--- src/rtl/loop_br_pkg.sv ---
package loop_br_pkg;

  localparam int unsigned KIND_W = 3;

  typedef enum logic [KIND_W-1:0] {
    BR_LOOP      = 3'd0,
    BR_LOOP_Z    = 3'd1,
    BR_LOOP_NZ   = 3'd2,
    BR_CNT_ZERO  = 3'd3
  } br_kind_e;

  typedef struct packed {
    logic known;      // kind code is one of the four defined codes
    logic dec;        // count is decremented before the test
    logic zf_gate;    // zero flag takes part in the decision
    logic zf_want;    // required zero flag value when gated
    logic zero_test;  // taken on a zero incoming count
  } br_ctrl_t;

endpackage

--- src/rtl/lb_decode.sv ---
module lb_decode
  import loop_br_pkg::*;
(
  input  logic [KIND_W-1:0] kind_i,
  output br_ctrl_t          ctrl_o
);

  always_comb begin
    ctrl_o = '0;
    unique case (kind_i)
      BR_LOOP: begin
        ctrl_o.known = 1'b1;
        ctrl_o.dec   = 1'b1;
      end
      BR_LOOP_Z: begin
        ctrl_o.known   = 1'b1;
        ctrl_o.dec     = 1'b1;
        ctrl_o.zf_gate = 1'b1;
        ctrl_o.zf_want = 1'b1;
      end
      BR_LOOP_NZ: begin
        ctrl_o.known   = 1'b1;
        ctrl_o.dec     = 1'b1;
        ctrl_o.zf_gate = 1'b1;
        ctrl_o.zf_want = 1'b0;
      end
      BR_CNT_ZERO: begin
        ctrl_o.known     = 1'b1;
        ctrl_o.zero_test = 1'b1;
      end
      default: ctrl_o = '0;
    endcase
  end

endmodule

--- src/rtl/lb_count_cond.sv ---
module lb_count_cond
  import loop_br_pkg::*;
#(
  parameter int unsigned CNT_W = 32
) (
  input  br_ctrl_t          ctrl_i,
  input  logic [CNT_W-1:0]  count_i,
  input  logic              zf_i,
  output logic [CNT_W-1:0]  count_o,
  output logic              take_o
);

  logic [CNT_W-1:0] count_dec;
  logic             new_nz;
  logic             in_zero;
  logic             zf_ok;

  // Decrement wraps naturally: zero becomes all ones.
  assign count_dec = count_i - CNT_W'(1);
  assign count_o   = ctrl_i.dec ? count_dec : count_i;
  assign new_nz    = |count_dec;
  assign in_zero   = ~|count_i;
  assign zf_ok     = ~ctrl_i.zf_gate | (zf_i == ctrl_i.zf_want);

  always_comb begin
    if (!ctrl_i.known) begin
      take_o = 1'b0;
    end else if (ctrl_i.zero_test) begin
      take_o = in_zero;
    end else begin
      take_o = new_nz & zf_ok;
    end
  end

endmodule

--- src/rtl/lb_target.sv ---
module lb_target #(
  parameter int unsigned IP_W   = 32,
  parameter int unsigned DISP_W = 8
) (
  input  logic [IP_W-1:0]   ip_i,
  input  logic [DISP_W-1:0] disp_i,
  input  logic              take_i,
  output logic [IP_W-1:0]   next_ip_o
);

  localparam int unsigned EXT_W = IP_W - DISP_W;

  logic [IP_W-1:0] disp_ext;
  logic [IP_W-1:0] target;

  assign disp_ext  = {{EXT_W{disp_i[DISP_W-1]}}, disp_i};
  assign target    = ip_i + disp_ext;
  assign next_ip_o = take_i ? target : ip_i;

endmodule

--- src/rtl/loop_branch_unit.sv ---
module loop_branch_unit
  import loop_br_pkg::*;
#(
  parameter int unsigned CNT_W  = 32,
  parameter int unsigned IP_W   = 32,
  parameter int unsigned DISP_W = 8
) (
  input  logic              clk,
  input  logic              rst_n,
  input  logic              op_valid,
  input  logic [KIND_W-1:0] op_kind,
  input  logic [CNT_W-1:0]  op_count,
  input  logic              op_zf,
  input  logic [IP_W-1:0]   op_ip,
  input  logic [DISP_W-1:0] op_disp,
  output logic              res_valid,
  output logic [CNT_W-1:0]  res_count,
  output logic              res_taken,
  output logic [IP_W-1:0]   res_next_ip
);

  // Reset: asserted asynchronously, released through two flops.
  logic [1:0] rst_pipe;
  logic       rst_q_n;

  always_ff @(posedge clk or negedge rst_n) begin
    if (!rst_n) begin
      rst_pipe <= 2'b00;
    end else begin
      rst_pipe <= {rst_pipe[0], 1'b1};
    end
  end

  assign rst_q_n = rst_pipe[1];

  // Combinational resolution.
  br_ctrl_t         ctrl;
  logic [CNT_W-1:0] count_new;
  logic             take_new;
  logic [IP_W-1:0]  ip_new;
  logic             accept;

  lb_decode u_dec (
    .kind_i (op_kind),
    .ctrl_o (ctrl)
  );

  lb_count_cond #(.CNT_W(CNT_W)) u_cond (
    .ctrl_i  (ctrl),
    .count_i (op_count),
    .zf_i    (op_zf),
    .count_o (count_new),
    .take_o  (take_new)
  );

  lb_target #(.IP_W(IP_W), .DISP_W(DISP_W)) u_tgt (
    .ip_i      (op_ip),
    .disp_i    (op_disp),
    .take_i    (take_new),
    .next_ip_o (ip_new)
  );

  assign accept = op_valid & ctrl.known;

  // Next state.
  logic             valid_d;
  logic [CNT_W-1:0] count_d;
  logic             taken_d;
  logic [IP_W-1:0]  ip_d;

  always_comb begin
    valid_d = accept;
    count_d = res_count;
    taken_d = res_taken;
    ip_d    = res_next_ip;
    if (accept) begin
      count_d = count_new;
      taken_d = take_new;
      ip_d    = ip_new;
    end
  end

  // Registers.
  always_ff @(posedge clk or negedge rst_q_n) begin
    if (!rst_q_n) begin
      res_valid   <= 1'b0;
      res_count   <= '0;
      res_taken   <= 1'b0;
      res_next_ip <= '0;
    end else begin
      res_valid   <= valid_d;
      res_count   <= count_d;
      res_taken   <= taken_d;
      res_next_ip <= ip_d;
    end
  end

endmodule

--- config.mk ---
export PLATFORM = sky130hd
export DESIGN_NAME = loop_branch_unit
export DESIGN_NICKNAME = d
export VERILOG_FILES = /design/src/rtl/loop_br_pkg.sv /design/src/rtl/lb_decode.sv /design/src/rtl/lb_count_cond.sv /design/src/rtl/lb_target.sv /design/src/rtl/loop_branch_unit.sv
export SDC_FILE = /design/constraint.sdc
export NUM_CORES = 1
export LEC_CHECK = 0
export ABC_AREA = 1
export BUFFER_PORTS_ARGS = -buffer_cell sky130_fd_sc_hd__buf_4
export CAP_MARGIN = 10
export CORE_MARGIN = 2
export CORE_UTILIZATION = 55
export CTS_CLUSTER_SIZE = 30
export DETAILED_ROUTE_END_ITERATION = 12
export MAX_ROUTING_LAYER = met4
export PLACE_DENSITY_LB_ADDON = 0.25
export SYNTH_ARGS = -nofsm -noshare
export SYNTH_HDL_FRONTEND = slang
export SYNTH_SLANG_ARGS = --single-unit
--- constraint.sdc ---
create_clock -name clk -period 2.55 [get_ports clk]
set_clock_uncertainty 0.15 [all_clocks]
set_input_delay 0.51 -clock clk [delete_from_list [all_inputs] [get_ports clk]]
set_output_delay 0.51 -clock clk [all_outputs]
set_load 0.01 [all_outputs]
== Yosys cells after proc, flatten, opt, wreduce, memory -nomap -nowiden ==
Cells that the tools add are included.

* Multiplexer cells: 8
* Reductions and logical operators: 6
* Magnitude comparators: 0
* Multipliers: 0
* Shifts and indexed selects: 0
* Equality and inequality tests: 4
* Divide/modulo/power cells: 0
* $add $sub $neg: 2
* Bitwise operators: 4

{| class="wikitable"
|+ Operators by type and width
! operator !! number
|-
| 32-bit 2-to-1 mux || 2
|-
| 32-bit OR reduction || 2
|-
| 32-bit adder || 1
|-
| 32-bit by 1-bit subtractor with 32-bit output (second input constant) || 1
|-
| 3-bit by 2-bit equality test with 1-bit output (second input constant) || 2
|-
| 1-bit 2-to-1 mux || 5
|-
| 2-bit case mux with 2 select lines || 1
|-
| 4-bit OR reduction || 1
|-
| 3-bit by 1-bit equality test with 1-bit output (second input constant) || 1
|-
| 3-bit zero test || 1
|-
| 3-bit OR reduction || 1
|-
| 1-bit AND || 2
|-
| 1-bit equality test || 1
|-
| 1-bit zero test || 1
|-
| 1-bit inverter || 1
|-
| 1-bit OR || 1
|}

* Output and inout bits: 66
* Word-level logic and storage cells: 29
* Bits in latches: 0
* Input bits: 79
* Flip-flop bits (word level): 68
* Bits in read-only memories: 0
* Memories kept: 0
* Memory bits (writable): 0

== Longest topological paths before layout ==
Gate-level depths: netlist of the first run.

* Depth in word-level cells: 8
* Mapped depth: 18
* Depth with buffers taken out: 18

== Cells and area by module ==
Synthesis of the first run repeated with hierarchy kept, for this count alone.

* Cell total of the unflattened synthesis: 1213
* Area total of the unflattened synthesis: 6929.1 µm²

{| class="wikitable"
|+ By module, submodules not included
! module !! seq. area each (µm²) !! area an instance (µm²) !! times used !! cells an instance
|-
| lb_target || 0.0 || 2687.6 || 1 || 571
|-
| loop_branch_unit || 1701.6 || 2635.0 || 1 || 287
|-
| lb_count_cond || 0.0 || 1566.5 || 1 || 345
|-
| lb_decode || 0.0 || 40.0 || 1 || 10
|}

== Worst setup path before layout of the first run ==
OpenSTA, ideal clock, no wires.

* Path kind: input -> register
* Start: input op_ip[0]
* End: register res_next_ip[30]
* Data arrival time: 2.433 ns
* Path slack: -0.150 ns
* Cell stages on the path: 13
* Setup time: 0.117 ns
* Required time: 2.283 ns
* Buffers on the path: 0
* Cell sequence: ha_1 > inv_1 > fa_1 > o21ai_0 > a21boi_0 > o21ai_0 > nand3_1 > nand2_1 > nand2_1 > nand2_1 > nand3_1 > nand3_1 > nand2_1

* Word-level cells in the longest chain between the ends: 2

{| class="wikitable"
|+ RTL lines
! what !! RTL line !! text
|-
| from (decl) || loop_branch_unit.sv:14 || <nowiki>input logic [IP_W-1:0] op_ip,</nowiki>
|-
| 32-bit adder || lb_target.sv:17 || <nowiki>assign target = ip_i + disp_ext;</nowiki>
|-
| 32-bit 2-to-1 mux || lb_target.sv:18 || <nowiki>assign next_ip_o = take_i ? target : ip_i;</nowiki>
|-
| to (signal assigned) || loop_branch_unit.sv:94 || <nowiki>res_next_ip <= ip_d;</nowiki>
|-
| to (decl) || loop_branch_unit.sv:19 || <nowiki>output logic [IP_W-1:0] res_next_ip</nowiki>
|}

No other way between the ends.
A chain may end at the register's enable or synchronous reset.

== Final worst setup path of the first run ==
* Start: input op_count[1]
* End: register res_next_ip[11]

* Word-level cells in the longest chain between the ends: 6
* Elaborated cells between the ends (all ways): 8
* Classes of those cells: 1 x add/sub; 3 x mux; 1 x bitwise; 3 x reduce/logical

{| class="wikitable"
|+ RTL lines
! what !! RTL line !! text
|-
| from (decl) || loop_branch_unit.sv:12 || <nowiki>input logic [CNT_W-1:0] op_count,</nowiki>
|-
| 32-bit by 1-bit subtractor with 32-bit output || lb_count_cond.sv:19 || <nowiki>assign count_dec = count_i - CNT_W'(1);</nowiki>
|-
| 32-bit OR reduction || lb_count_cond.sv:21 || <nowiki>assign new_nz = |count_dec;</nowiki>
|-
| 1-bit AND || lb_count_cond.sv:31 || <nowiki>take_o = new_nz & zf_ok;</nowiki>
|-
| 1-bit 2-to-1 mux (*) || lb_count_cond.sv:28 || <nowiki>end else if (ctrl_i.zero_test) begin</nowiki>
|-
| 1-bit 2-to-1 mux (*) || lb_count_cond.sv:26 || <nowiki>if (!ctrl_i.known) begin</nowiki>
|-
| 32-bit 2-to-1 mux (*) || lb_target.sv:18 ||
|}

Mark *: on every way between the ends. The rest lies on a longest branch, timed or not.

==> results.rst, run 1 <==
.. list-table::
   :header-rows: 1

   * - Metric
     - Value
   * - Outcome
     - finished, final reports clean
   * - #FFs+latches synth
     - 68
   * - Setup fix buffers added after clock tree synthesis
     - 0
   * - Largest net degree at the start of global routing
     - 86
   * - Req. time, crit path
     - 2.62 ns
   * - Fmax
     - 405 MHz
   * - Fin util
     - 81.4%
   * - Root buffer cell
     - clkbuf_16
   * - Antenna violations before repair
     - 0
   * - First-pass GRT wire length
     - 37.8 mm
   * - Detailed-route wire length
     - 23.3 mm
   * - Horiz. Die Dim
     - 113 um
   * - Critical path startpoint category
     - input pin
   * - I/O Pins
     - 145
   * - Via count normalized by instance count
     - 5.55
   * - Number of buffers on the longest clock path
     - 2
   * - Via total after detailed routing
     - 8300
   * - Via count of the first global-routing pass
     - 8094
   * - Class of the most critical setup path
     - in -> reg
   * - Total global routing overflow
     - 0
   * - Count of input and output buffers
     - 144
   * - Slew Viols, Final
     - 0
   * - Overall track demand over capacity in global routing
     - 38.0%
   * - Post-synthesis area per instance
     - 6.13 um2
   * - Signed area change from the synthesized netlist to the final layout
     - 43.7%
   * - Layout cell share with drive strength beyond 1
     - 27.9%
   * - Class of the tightest hold or removal check
     - reg -> async
   * - Wire length per cell
     - 15.6 um
   * - Count of unique library cells instantiated by Yosys
     - 39
   * - Antenna cells
     - 0
   * - Power, Total
     - 4.30 mW
   * - Share of the clock period used by the worst path
     - 96.8%
   * - Final layout net count
     - 1462
   * - CP Capture Type
     - register
   * - Clock buffer count from CTS
     - 9
   * - Number of levels in the clock H-tree
     - 3
   * - Die footprint
     - 12700 um2
   * - Total non-filler cell area in the finished layout
     - 9330 um2
   * - Final ANT Viol Nets
     - 0
   * - First-pass iteration count of the detailed router
     - 5
   * - Global placer's final weighted congestion
     - 1.03
   * - LEAKAGE
     - 5.16 nW
   * - Max cap viols
     - 0
   * - Final count of hold timing violations
     - 0
   * - Final setup fails
     - 0
   * - Ys Warns
     - 0
   * - Clock tree from TritonCTS
     - yes
   * - Minimum period implied by the final worst setup slack
     - 2.47 ns
   * - Core Region
     - 11500 um2
   * - Dpl hpwl
     - 17.8 mm
   * - Post-Syn Nets
     - 1173
   * - Clock latency reported for the late side of the worst-skew pair
     - 0.34 ns
   * - Die outline height
     - 113 um
   * - CP Max Fanout
     - 4
   * - Worst-case vdd ir drop
     - 0.421 mV
   * - Post-placement worst setup slack
     - -0.339 ns
   * - Clock transition at path regs
     - 0.06 ns
   * - Starting DRT DRC Count
     - 803
   * - # rows
     - 39
   * - Total placed instance area
     - 8910 um2
   * - DRC viols
     - 0
   * - Initial core utilization
     - 56.6%
   * - Data arrival, critical path
     - 2.54 ns
   * - CTS Sinks
     - 68
   * - PD cells
     - 461 nW/um2
   * - Crit path setup slack, layout
     - 0.0816 ns
   * - Seq/Total Area, Yosys
     - 26.2%
   * - Instance count of the mapped netlist
     - 1059
   * - Fillcell total
     - 839
   * - Syn Std Cell Area
     - 6490 um2
## cell families after synthesis
group	after synthesis	synth area share, %
buf+inv	167	10.2
other cells	1	0.0577
compound gates	154	12.8
fa+ha+maj	35	6.86
simple gates	610	40.6
xor+xnor	24	3.24
flops	68	26.2
## worst max-delay path, stage by stage
cell and delay (ns):
buf_4 0.13, inv_2 0.08, ha_4 0.16, buf_4 0.11, nand3_1 0.14, nor2_2 0.18
xnor2_1 0.19, nand2_1 0.10, nor2_1 0.10, nand3_1 0.09, nor2_2 0.19, nand2_4 0.10
nand2_8 0.11, buf_4 0.14, nand2_2 0.04, nand3_1 0.07, nand2_1 0.08
## layout make-up
cell class              instances  area [um2]  area share [%]
clock inverters                 4        22.5           0.241
multi-input cells             824        4230            45.3
repair buffers                305        2410            25.8
flip-flops and latches         68        1700            18.2
inverters                     140         526            5.63
clock buffers                  12         267            2.86
well taps                     143         179            1.92
## sequential cells by signal (all words and copies together) (netlist names)
register	flops
rst_pipe	2
res_next_ip	32
res_count	32
res_taken	1
res_valid	1
## layer usage
metal / track usage [%] / part of all wire [%] / vias to the layer above
li1: - / - / 3981
met1: 45.3 / 40 / 3844
met2: 61.8 / 48 / 380
met3: 5.56 / 7.1 / 95
met4: 20.7 / 5.2 / 0
met5: - / 0 / -
## cells in the final DEF (no fill, tap or decap), types with 2 or more instances in the layout
| master | netlist | final |
|---|---|---|
| a21boi_0 | 6 | 5 |
| a21o_1 | 2 | 2 |
| a21oi_1 | 61 | 60 |
| a21oi_2 | 1 | 2 |
| a31oi_1 | 3 | 3 |
| buf_12 | 0 | 8 |
| buf_4 | 1 | 295 |
| clkbuf_16 | 0 | 10 |
| clkbuf_8 | 0 | 3 |
| clkinv_1 | 3 | 3 |
| clkinv_2 | 0 | 3 |
| dfrtp_1 | 68 | 67 |
| ha_1 | 34 | 33 |
| inv_1 | 135 | 133 |
| inv_2 | 2 | 4 |
| nand2_1 | 342 | 339 |
| nand2_2 | 14 | 16 |
| nand2_4 | 3 | 3 |
| nand3_1 | 115 | 114 |
| nand3b_1 | 3 | 3 |
| nand4_1 | 15 | 15 |
| nor2_1 | 92 | 83 |
| nor2_2 | 12 | 17 |
| nor2_4 | 2 | 6 |
| nor3_1 | 6 | 5 |
| nor3_2 | 1 | 2 |
| nor4_1 | 2 | 2 |
| o211ai_1 | 2 | 2 |
| o21ai_0 | 65 | 61 |
| o21ai_1 | 2 | 5 |
| o21bai_1 | 12 | 11 |
| xnor2_1 | 8 | 8 |
| xor2_1 | 16 | 16 |
## worst paths after layout
path	end	start	slack [ns]	cells after the start
max	res_next_ip[11]$_DFFE_PN0P_	op_count[1]	0.08	17
min	res_count[23]$_DFFE_PN0P_	rst_pipe[1]$_DFF_PN0_	0.15	1
max reg2reg	res_count[16]$_DFFE_PN0P_	res_count[16]$_DFFE_PN0P_	1.68	2
min reg2reg	res_count[23]$_DFFE_PN0P_	rst_pipe[1]$_DFF_PN0_	0.15	1
max in group asynchronous	res_next_ip[12]$_DFFE_PN0P_	rst_pipe[1]$_DFF_PN0_	1.80	1
min in group clk	rst_pipe[1]$_DFF_PN0_	rst_pipe[0]$_DFF_PN0_	0.20	0
## Yosys cell counts, drive strengths merged
| master | count | area share (%) |
|---|---|---|
| xnor2 | 8 | 1.1 |
| inv | 137 | 7.9 |
| xor2 | 16 | 2.2 |
| dfrtp | 68 | 26 |
| a21oi | 62 | 4.8 |
| nand3b | 3 | 0.35 |
| clkinv | 3 | 0.17 |
| a21o | 2 | 0.23 |
| ha | 34 | 6.6 |
| fa | 1 | 0.31 |
| nand2 | 359 | 22 |
| buf | 13 | 1.3 |
| and2 | 1 | 0.096 |
| nor4 | 2 | 0.19 |
| o21ai | 67 | 5.2 |
| conb | 1 | 0.058 |
| nand4 | 15 | 1.4 |
| nor2 | 107 | 7.1 |
| o211ai | 2 | 0.23 |
| nand3 | 115 | 8.9 |
| a21boi | 6 | 0.69 |
| a31oi | 3 | 0.29 |
| nor3 | 8 | 0.87 |
| clkbuf | 14 | 0.81 |
| o21bai | 12 | 1.4 |
## per-stage QoR
| stage | TNS (ns) | instances | hold WS, ns |
|---|---|---|---|
| 3_3_place_gp | -7.25 | 1478 | 0.143 |
| 4_1_cts | 0 | 1495 | 0.162 |
| 6_report | 0 | 1496 | 0.146 |
| 3_5_place_dp | -9.37 | 1478 | 0.145 |
| 2_1_floorplan | 0 | 1059 | 0.0644 |
| 5_1_grt | -0.0275 | 1496 | 0.190 |
## what timing repair did
item | in CTS | in global routing
setup endpoints to repair | 1 | 33
pin swaps | 1 | 5
cloned | 0 | 1
resized for setup | 0 | 29
hold buffers | 1 | 0
endpoints found under the hold margin | 2 | 0
## where the power goes
part | switching [mW] | internal, mW
clock network | 0.502 | 0.733
registers | 0.101 | 1.24
logic | 0.922 | 0.805
total | 1.53 | 2.78
(Power assumes the default switching activity.)
==> inputs of run 2 (changes only) <==
- CORE_UTILIZATION: 55 -> 32
- clock period: 2.55 -> 3.1 ns (I/O delays scaled with it)
==> run 2 against run 1 <==
Routed wire length is 3.2% lower. Critical path depth is 2 lower. Final cell count fell by 0.47%. Non-clock buffer count fell by 134. Via count down 13%. Die area increased by 69%. First-iteration DRC count is 51% lower.
==> results.rst, run 2 (synthesized netlist as in run 1, its figures left out) <==
.. list-table::
   :header-rows: 1

   * - Metric
     - Value
   * - PD cells
     - 400 nW/um2
   * - Root buffer cell
     - clkbuf_16
   * - Critical path startpoint category
     - input pin
   * - LEAKAGE
     - 4.47 nW
   * - R2R Path End
     - res_next_ip[16]$_DFFE_PN0P_
   * - Initial core utilization
     - 32.3%
   * - Power, Total
     - 3.34 mW
   * - Outcome
     - finished, final reports clean
   * - First-pass GRT wire length
     - 36.3 mm
   * - Logic depth of the worst register-to-register path
     - 1
   * - Data arrival, critical path
     - 2.86 ns
   * - Dpl hpwl
     - 17.8 mm
   * - Clock buffer count from CTS
     - 9
   * - Setup repair after global routing missed its margin
     - no
   * - Crit path setup slack, layout
     - 0.336 ns
   * - CTS Sinks
     - 68
   * - Core Region
     - 20100 um2
   * - Total global routing overflow
     - 0
   * - Number of levels in the clock H-tree
     - 3
   * - Final ANT Viol Nets
     - 0
   * - Starting DRT DRC Count
     - 392
   * - Max cap viols
     - 0
   * - Wire length per cell
     - 15.2 um
   * - Layout cell share with drive strength beyond 1
     - 18.5%
   * - Setup fix buffers added after clock tree synthesis
     - 0
   * - Minimum period implied by the final worst setup slack
     - 2.76 ns
   * - Class of the tightest hold or removal check
     - reg -> async
   * - Req. time, crit path
     - 3.19 ns
   * - Worst-case vdd ir drop
     - 0.219 mV
   * - Clock tree from TritonCTS
     - yes
   * - Signed area change from the synthesized netlist to the final layout
     - 28.3%
   * - Die footprint
     - 21400 um2
   * - CP Capture Type
     - register
   * - Commonest non-fill, non-tap cell in the layout
     - nand2_1
   * - Antenna cells
     - 0
   * - Final layout net count
     - 1328
   * - Largest net degree at the start of global routing
     - 86
   * - Die outline height
     - 146 um
   * - Fmax
     - 362 MHz
   * - Via count normalized by instance count
     - 4.84
   * - Share of the clock period used by the worst path
     - 89.2%
   * - Class of the most critical setup path
     - in -> reg
   * - Top library cells by usage in the layout, fill and taps aside
     - 341 x nand2_1, 165 x buf_4, 135 x inv_1
   * - DRC viols
     - 0
   * - First-pass iteration count of the detailed router
     - 5
   * - Detailed-route wire length
     - 22.6 mm
   * - Worst r2r src
     - rst_pipe[1]$_DFF_PN0_
   * - Top Registers
     - res_count (32), res_next_ip (32), rst_pipe (2)
   * - Antenna violations before repair
     - 0
   * - Slew Viols, Final
     - 0
   * - Via count of the first global-routing pass
     - 7095
   * - Number of buffers on the longest clock path
     - 2
   * - Headroom to the max-slew limit
     - 37.8%
   * - Clock latency reported for the late side of the worst-skew pair
     - 0.34 ns
   * - Final count of hold timing violations
     - 0
   * - Final setup fails
     - 0
   * - CP Max Fanout
     - 4
   * - Global placer's final weighted congestion
     - 0.955
   * - Overall track demand over capacity in global routing
     - 21.9%
   * - Horiz. Die Dim
     - 146 um
   * - Worst hold slack across all endpoints
     - 0.0124 ns
   * - Post-placement worst setup slack
     - -0.201 ns
   * - Count of input and output buffers
     - 144
   * - Via total after detailed routing
     - 7212
   * - Slew at the pin with the worst max-slew slack
     - 0.933 ns
   * - I/O Pins
     - 145
   * - # rows
     - 52
   * - Worst reg-to-reg setup slack
     - 2.15 ns
   * - Clock transition at path regs
     - 0.07 ns
-- run 2: metrics by stage --
| stage | cells | area [um2] | utilization, % | setup TNS (ns) |
|---|---|---|---|---|
| 3_5_place_dp | 1472 | 8040 | 40.0 | -0.548 |
| 2_1_floorplan | 1059 | 6490 | - | 0 |
| 4_1_cts | 1489 | 8330 | 41.5 | 0 |
| 3_3_place_gp | 1472 | 8040 | 40.0 | -0.191 |
| 6_report | 1489 | 8330 | 41.5 | 0 |
| 5_1_grt | 1489 | 8330 | 41.5 | 0 |
-- run 2: metal layers --
layer / up-vias / track usage, % / share of wire (%)
met5: - / - / 0
li1: 3717 / - / -
met3: 23 / 3.69 / 5.5
met2: 196 / 36.8 / 48
met1: 3276 / 27.7 / 45
met4: 0 / 5.15 / 1.6
-- run 2: worst max path at each step --
stage	to	slack, ns	from	cells after the start
after detailed placement	res_next_ip[30]$_DFFE_PN0P_	-0.20	op_ip[0]	15
final	res_next_ip[30]$_DFFE_PN0P_	0.34	op_ip[0]	15
after CTS	res_next_ip[30]$_DFFE_PN0P_	0.16	op_ip[0]	15
after global placement	res_next_ip[30]$_DFFE_PN0P_	-0.12	op_ip[0]	15
after global routing	res_next_ip[20]$_DFFE_PN0P_	0.17	op_count[1]	17
after floorplan	res_next_ip[30]$_DFFE_PN0P_	0.29	op_ip[0]	13
-- run 2: power by group --
part	switching [mW]	internal, mW	total (mW)
logic	0.692	0.518	1.21
registers	0.0815	1.02	1.10
clock network	0.439	0.586	1.02
total	1.21	2.12	3.34
-- run 2: layout make-up --
cell class	count	area [um2]
clock buffers	11	253
clock inverters	5	36.3
fillers	2203	11800
inverters	140	526
multi-input cells	824	4130
flip-flops and latches	68	1700
well taps	270	338
repair buffers	171	1350
-- run 2: timing repair --
action	4_1_cts	5_1_grt
endpoints found under the hold margin	2	0
gates resized for setup	0	1
hold buffers	1	0
endpoints found under the setup margin	0	1
-- run 2: critical path, cell delays in order --
cell	delay, ns
buf_4	0.08
ha_1	0.17
inv_1	0.07
fa_1	0.37
o21ai_0	0.20
buf_4	0.16
a21boi_0	0.13
o21ai_1	0.46
nand3_1	0.17
nand2_1	0.11
nand2_1	0.05
nand2_1	0.05
nand3_1	0.07
nand3_1	0.09
nand2_1	0.05
